[config.mk]
export PLATFORM = sky130hd
export DESIGN_NAME = sar_adc_ctrl
export DESIGN_NICKNAME = d
export VERILOG_FILES = /design/src/rtl/sar_pkg.sv /design/src/rtl/sar_sync.sv /design/src/rtl/sar_engine.sv /design/src/rtl/sar_regs.sv /design/src/rtl/sar_adc_ctrl.sv
export SDC_FILE = /design/constraint.sdc
export NUM_CORES = 1
export LEC_CHECK = 0
export ABC_AREA = 1
export BUFFER_PORTS_ARGS = -buffer_cell sky130_fd_sc_hd__buf_2
export CORE_MARGIN = 2
export CORE_UTILIZATION = 52
export CTS_CLUSTER_SIZE = 12
export DETAILED_ROUTE_END_ITERATION = 6
export HOLD_SLACK_MARGIN = 0.15
export PLACE_DENSITY = 0.78
export SYNTH_ARGS = -nofsm -noshare
export SYNTH_HDL_FRONTEND = slang
export SYNTH_SLANG_ARGS = --single-unit
[constraint.sdc]
create_clock -name clk_i -period 1.8 [get_ports clk_i]
set_clock_uncertainty 0.2 [all_clocks]
set_input_delay 0.27 -clock clk_i [delete_from_list [all_inputs] [get_ports clk_i]]
set_output_delay 0.27 -clock clk_i [all_outputs]
set_load 0.05 [all_outputs]
[src/rtl/sar_pkg.sv]
package sar_pkg;
  parameter int unsigned SAR_RES_W = 8;
  parameter int unsigned SAR_BUS_W = 8;
  parameter int unsigned SAR_SYNC  = 2;

  typedef logic [SAR_RES_W-1:0] sar_code_t;

  // Mid-scale minus one: every bit set except the MSB.
  function automatic sar_code_t sar_first_trial();
    sar_code_t c;
    c = '1;
    c[SAR_RES_W-1] = 1'b0;
    return c;
  endfunction

  // Settle bit idx to cmp_bit, open the next lower bit with a 0.
  function automatic sar_code_t sar_next_trial(sar_code_t code,
                                               int unsigned idx,
                                               logic cmp_bit);
    sar_code_t c;
    c = code;
    for (int unsigned i = 0; i < SAR_RES_W; i++) begin
      if (i == idx) c[i] = cmp_bit;
      else if (i + 1 == idx) c[i] = 1'b0;
      else if (i + 1 < idx) c[i] = 1'b1;
    end
    return c;
  endfunction
endpackage

[src/rtl/sar_sync.sv]
module sar_sync #(
  parameter int unsigned STAGES = 2
) (
  input  logic clk,
  input  logic rst,
  input  logic d,
  output logic q
);
  logic [STAGES-1:0] chain;

  generate
    for (genvar g = 0; g < STAGES; g++) begin : g_stage
      if (g == 0) begin : g_first
        always_ff @(posedge clk) begin
          if (rst) chain[0] <= 1'b0;
          else     chain[0] <= d;
        end
      end else begin : g_next
        always_ff @(posedge clk) begin
          if (rst) chain[g] <= 1'b0;
          else     chain[g] <= chain[g-1];
        end
      end
    end
  endgenerate

  assign q = chain[STAGES-1];
endmodule

[src/rtl/sar_engine.sv]
module sar_engine
  import sar_pkg::*;
#(
  parameter int unsigned STEP_CYC = SAR_SYNC + 1
) (
  input  logic      clk,
  input  logic      rst,
  input  logic      start,
  input  logic      cmp_sync,
  output logic      busy,
  output logic      done,
  output sar_code_t code,
  output sar_code_t result,
  output logic      step_evt
);
  localparam int unsigned IDX_W  = $clog2(SAR_RES_W);
  localparam int unsigned WAIT_W = $clog2(STEP_CYC + 1);

  logic [IDX_W-1:0]  bit_idx;
  logic [WAIT_W-1:0] wait_cnt;
  logic              last_bit;
  sar_code_t         next_code;

  assign step_evt  = busy && (wait_cnt == WAIT_W'(STEP_CYC - 1));
  assign last_bit  = (bit_idx == '0);
  assign next_code = sar_next_trial(code, int'(bit_idx), cmp_sync);

  always_ff @(posedge clk) begin
    if (rst) begin
      busy     <= 1'b0;
      done     <= 1'b0;
      code     <= '0;
      result   <= '0;
      bit_idx  <= '0;
      wait_cnt <= '0;
    end else if (!busy) begin
      if (start) begin
        busy     <= 1'b1;
        done     <= 1'b0;
        code     <= sar_first_trial();
        bit_idx  <= IDX_W'(SAR_RES_W - 1);
        wait_cnt <= '0;
      end
    end else if (step_evt) begin
      code     <= next_code;
      wait_cnt <= '0;
      if (last_bit) begin
        busy   <= 1'b0;
        done   <= 1'b1;
        result <= next_code;
      end else begin
        bit_idx <= bit_idx - 1'b1;
      end
    end else begin
      wait_cnt <= wait_cnt + 1'b1;
    end
  end
endmodule

[src/rtl/sar_regs.sv]
module sar_regs
  import sar_pkg::*;
(
  input  logic                 clk,
  input  logic                 rst,
  input  logic                 cyc,
  input  logic                 stb,
  input  logic                 we,
  input  logic                 adr,
  input  logic [SAR_BUS_W-1:0] wdata,
  output logic [SAR_BUS_W-1:0] rdata,
  output logic                 ack,
  input  logic                 busy,
  input  logic                 done,
  input  sar_code_t            result,
  output logic [1:0]           ref_sel,
  output logic                 start
);
  localparam int unsigned START_BIT = 2;

  logic access, ctrl_wr;

  assign access  = cyc && stb;
  assign ack     = access;
  assign ctrl_wr = access && we && adr && !busy;
  assign start   = ctrl_wr && wdata[START_BIT];

  always_ff @(posedge clk) begin
    if (rst)          ref_sel <= 2'b00;
    else if (ctrl_wr) ref_sel <= wdata[1:0];
  end

  always_comb begin
    rdata = '0;
    if (adr) begin
      rdata[0]   = done;
      rdata[1]   = busy;
      rdata[3:2] = ref_sel;
    end else begin
      rdata[SAR_RES_W-1:0] = result;
    end
  end
endmodule

[src/rtl/sar_adc_ctrl.sv]
module sar_adc_ctrl
  import sar_pkg::*;
(
  input  logic                 clk_i,
  input  logic                 rst_i,
  input  logic                 cyc_i,
  input  logic                 stb_i,
  input  logic                 we_i,
  input  logic                 adr_i,
  input  logic [SAR_BUS_W-1:0] dat_i,
  output logic [SAR_BUS_W-1:0] dat_o,
  output logic                 ack_o,
  output logic [SAR_RES_W-1:0] dac_code_o,
  output logic [1:0]           ref_sel_o,
  output logic                 hold_o,
  input  logic                 cmp_i
);
  localparam int unsigned STEP_CYC = SAR_SYNC + 1;

  logic      cmp_sync, eng_busy, eng_done, start_req, step_evt;
  sar_code_t eng_code, eng_result;

  sar_sync #(.STAGES(SAR_SYNC)) u_sync (
    .clk(clk_i), .rst(rst_i), .d(cmp_i), .q(cmp_sync)
  );

  sar_engine #(.STEP_CYC(STEP_CYC)) u_engine (
    .clk(clk_i), .rst(rst_i), .start(start_req), .cmp_sync(cmp_sync),
    .busy(eng_busy), .done(eng_done), .code(eng_code),
    .result(eng_result), .step_evt(step_evt)
  );

  sar_regs u_regs (
    .clk(clk_i), .rst(rst_i), .cyc(cyc_i), .stb(stb_i), .we(we_i),
    .adr(adr_i), .wdata(dat_i), .rdata(dat_o), .ack(ack_o),
    .busy(eng_busy), .done(eng_done), .result(eng_result),
    .ref_sel(ref_sel_o), .start(start_req)
  );

  assign dac_code_o = eng_code;
  assign hold_o     = eng_busy;
endmodule

==> metrics.log <==
INFO  metric run_status = finished clean
INFO  metric vias = 1,306
INFO  metric timing.final.hold_violations = 0
INFO  metric slew_violations = 0
INFO  metric post_synth.cell_area_avg = 7.507 µm²
INFO  metric initial_core_util = 54.02%
INFO  metric postSynth.asyncResetShare = 0%
INFO  metric port_buffers = 29
INFO  metric critPathMaxFanout = 3
INFO  metric place.detailed.hpwl = 2168 µm
INFO  metric fin_tns_setup = 0 ns
INFO  metric postRouteWirelength = 2873 µm
INFO  metric floorplan.die.height = 57.06 µm
INFO  metric leading_register_cell_type_out_of_synthesis = sky130_fd_sc_hd__dfxtp_1
INFO  metric gp_routability_congestion = 0.7745
INFO  metric finalWorstSetupSlack = 0.1199 ns
INFO  metric global_route.usage.total = 18.82%
INFO  metric synth_top_cell_area_share = 36.92%
INFO  metric clock_tree_from_tritoncts = built
INFO  metric maxSlewHeadroom = 68.20%
INFO  metric violation_count_after_the_first_detailed_routing_iteration = 29
INFO  metric rsz0062_at_grt = no
INFO  metric max_freq = 0.5952 GHz
INFO  metric setup.worst_path.class = register to output pin
INFO  metric grt.met1_usage = 24.68%
INFO  metric timing.final.crit_share = 93.34%
INFO  metric crit_path_start_kind = register
INFO  metric die_x = 57.06 µm
INFO  metric dp_cells = 256
INFO  metric drtAntennaViolNets = 0
INFO  metric instances_no_fill = 266
INFO  metric power_leakage = 0.0008441 µW
INFO  metric number_of_global_route_vias_before_repair = 1,212
INFO  metric synth_warnings = 0
INFO  metric globalRouteMet3Util = 2.948%
INFO  metric row_count = 19
INFO  metric synth.area.mux_share = 0%
INFO  metric cts_buffers = 3
INFO  metric postSynthNetCount = 215
INFO  metric floorplan.io_pins = 35
INFO  metric drt-wirelength-per-cell = 10.80 µm
INFO  metric area_delta_synth_final = 18.80%
INFO  metric grt_antenna_before_repair = 0
INFO  metric root_buffer = sky130_fd_sc_hd__clkbuf_4
INFO  metric dp_slack = 0.1602 ns
INFO  metric peakVddDrop = 0.0004768 V
INFO  metric fp.dieArea = 3256 µm²
INFO  metric finish.utilization = 64.17%
INFO  metric clk_pin_slew = 0.14 ns
INFO  metric synth-edff-count = 0
INFO  metric tightestPinTransition = 0.4765 ns
INFO  metric setup_viol_count_final = 0
INFO  metric syn-instance-count = 195
INFO  metric synth_top_cells_by_area = sky130_fd_sc_hd__dfxtp_1, sky130_fd_sc_hd__nor2_1, sky130_fd_sc_hd__nand2_1
INFO  metric area.sequential = 541.8 µm²
INFO  metric drt_pre_antenna_iters = 4
INFO  metric yosys.area_share.adder = 4.274%
INFO  metric area_fraction_in_and_or_nand_and_nor_cells_after_synthesis = 31.45%
INFO  metric layer_with_the_highest_usage = met2
INFO  metric grt_first_pass_wirelength = 5016 µm
INFO  metric drcViolationCount = 0
INFO  metric power_density = 605.3 nW/µm²
INFO  metric ys_seq_area_share = 36.92%
INFO  metric drive_above_1_share = 26.38%
INFO  metric cts.htree.levels = 1
INFO  metric final_net_count = 256
INFO  metric grt_max_degree = 20
INFO  metric synth_compound_area_share = 16.92%
INFO  metric antenna-diode-count = 0
INFO  metric critPathCaptureType = output pin
INFO  metric fillCellCount = 264
INFO  metric drt-vias-per-instance = 4.910
INFO  metric timing.hold.worst.class = input pin to register
INFO  metric multi_input_comb_area = 773.2 µm²
INFO  metric worst-endpoint-arrival = 1.21 ns
INFO  metric hold_ws = 0.1555 ns
INFO  metric netlist_area = 1464 µm²
INFO  metric clock_latency = 0.32 ns
INFO  metric number_of_buffers_on_the_longest_clock_path = 2
INFO  metric synth_top_family_by_area = simple AND/OR/NAND/NOR gates
INFO  metric synth_xor_xnor_area_share = 0%
INFO  metric numClockSinks = 27
INFO  metric ys_seq_elements = 27
INFO  metric finalCriticalPeriod = 1.680 ns
INFO  metric grt_use_met2 = 31.69%
INFO  metric max_cap_viol_count = 0
INFO  metric grt_overflow = 0
INFO  metric synthDominantAreaCellType = sky130_fd_sc_hd__dfxtp_1
INFO  metric cp.required = 1.33 ns
INFO  metric synth.lib_cells_used.distinct = 29
INFO  metric placeableCoreArea = 2710 µm²
[final timing paths]
path         cells past startpoint           startpoint                   to  slack [ns]
max                              4        u_engine.busy             dat_o[1]        0.12
min                              5                 we_i        u_engine.busy        0.16
min reg2reg                      2      u_sync.chain[0]             u_sync.q        0.22
max reg2reg                      8  u_engine.bit_idx[1]  u_engine.bit_idx[2]        0.14
[metal layers]
metal / part of all wire (%) / up-vias
li1: - / 707
met1: 48 / 562
met2: 46 / 31
met3: 3.8 / 6
met4: 1.8 / 0
met5: 0 / -
[critical path: stages (launching register included)]
cell and delay (ns):
sky130_fd_sc_hd__dfxtp_1 0.34, sky130_fd_sc_hd__buf_4 0.15, sky130_fd_sc_hd__nor2_4 0.16, sky130_fd_sc_hd__nor2_2 0.05
sky130_fd_sc_hd__buf_2 0.20
[power by group]
part | switching, µW | internal [µW] | total [µW] | leakage, µW
clock network | 174 | 86.7 | 261 | 0.0000150
logic | 114 | 58.4 | 172 | 0.000610
registers | 9.50 | 610 | 620 | 0.000219
total | 297 | 756 | 1050 | 0.000844
[Yosys cell counts, types with 3 or more instances]
cell and count:
sky130_fd_sc_hd__nor2_1 38, sky130_fd_sc_hd__nand2_1 30, sky130_fd_sc_hd__dfxtp_1 27, sky130_fd_sc_hd__o21ai_0 21, sky130_fd_sc_hd__inv_1 20, sky130_fd_sc_hd__a21oi_1 10, sky130_fd_sc_hd__ha_1 5, sky130_fd_sc_hd__nand3_1 5
sky130_fd_sc_hd__nand2_4 4, sky130_fd_sc_hd__a21oi_2 3, sky130_fd_sc_hd__buf_6 3, sky130_fd_sc_hd__o211ai_1 3, sky130_fd_sc_hd__o21ai_1 3
[timing repair]
action,4_1_cts,5_1_grt
hold buffers,6,0
hold endpoints to repair,8,0
buffers inserted,0,0
endpoints found under the setup margin,0,4
resized for setup,0,1
[layout by cell type (no fill, tap or decap), types with 3 or more instances in the layout]
master,instances
sky130_fd_sc_hd__o21ai_0,20
sky130_fd_sc_hd__ha_1,5
sky130_fd_sc_hd__nor2_1,37
sky130_fd_sc_hd__dlygate4sd3_1,6
sky130_fd_sc_hd__a21oi_1,10
sky130_fd_sc_hd__nand2_4,4
sky130_fd_sc_hd__inv_1,20
sky130_fd_sc_hd__dfxtp_1,26
sky130_fd_sc_hd__o21ai_1,4
sky130_fd_sc_hd__a21oi_2,3
sky130_fd_sc_hd__o211ai_1,3
sky130_fd_sc_hd__clkbuf_4,3
sky130_fd_sc_hd__buf_2,29
sky130_fd_sc_hd__nand3_1,5
sky130_fd_sc_hd__buf_4,6
sky130_fd_sc_hd__nand2_1,30
[kinds of logic after synthesis]
kind of cell / Yosys count
simple gates: 89
flops: 27
buf+inv: 30
fa+ha+maj: 5
compound gates: 44
[registers in the layout, indices dropped and copies added, names as in the netlist]
| register | flops |
|---|---|
| u_engine.code | 8 |
| u_engine.result | 8 |
| u_engine.bit_idx | 3 |
| u_engine.wait_cnt | 2 |
| u_regs.ref_sel | 2 |
| u_engine.busy | 1 |
| u_engine.done | 1 |
| u_sync.chain | 1 |
| u_sync.q | 1 |
[metrics by stage]
| stage | instance area [µm²] | power, µW |
|---|---|---|
| after floorplan | 1466 | 756.6 |
| after global placement | 1652 | 794.1 |
| after detailed placement | 1652 | 796.0 |
| after CTS | 1738 | 1067 |
| after global routing | 1739 | 1101 |
| final | 1739 | 1053 |
[layout make-up]
class	count	area share, %
sequential	27	31.15
timing repair buffer	41	14.39
clock buffer	4	1.511
multi-input combinational	138	44.46
tap	31	2.230
inverter	25	6.259
No activity file was read; power rests on OpenSTA's default activity.
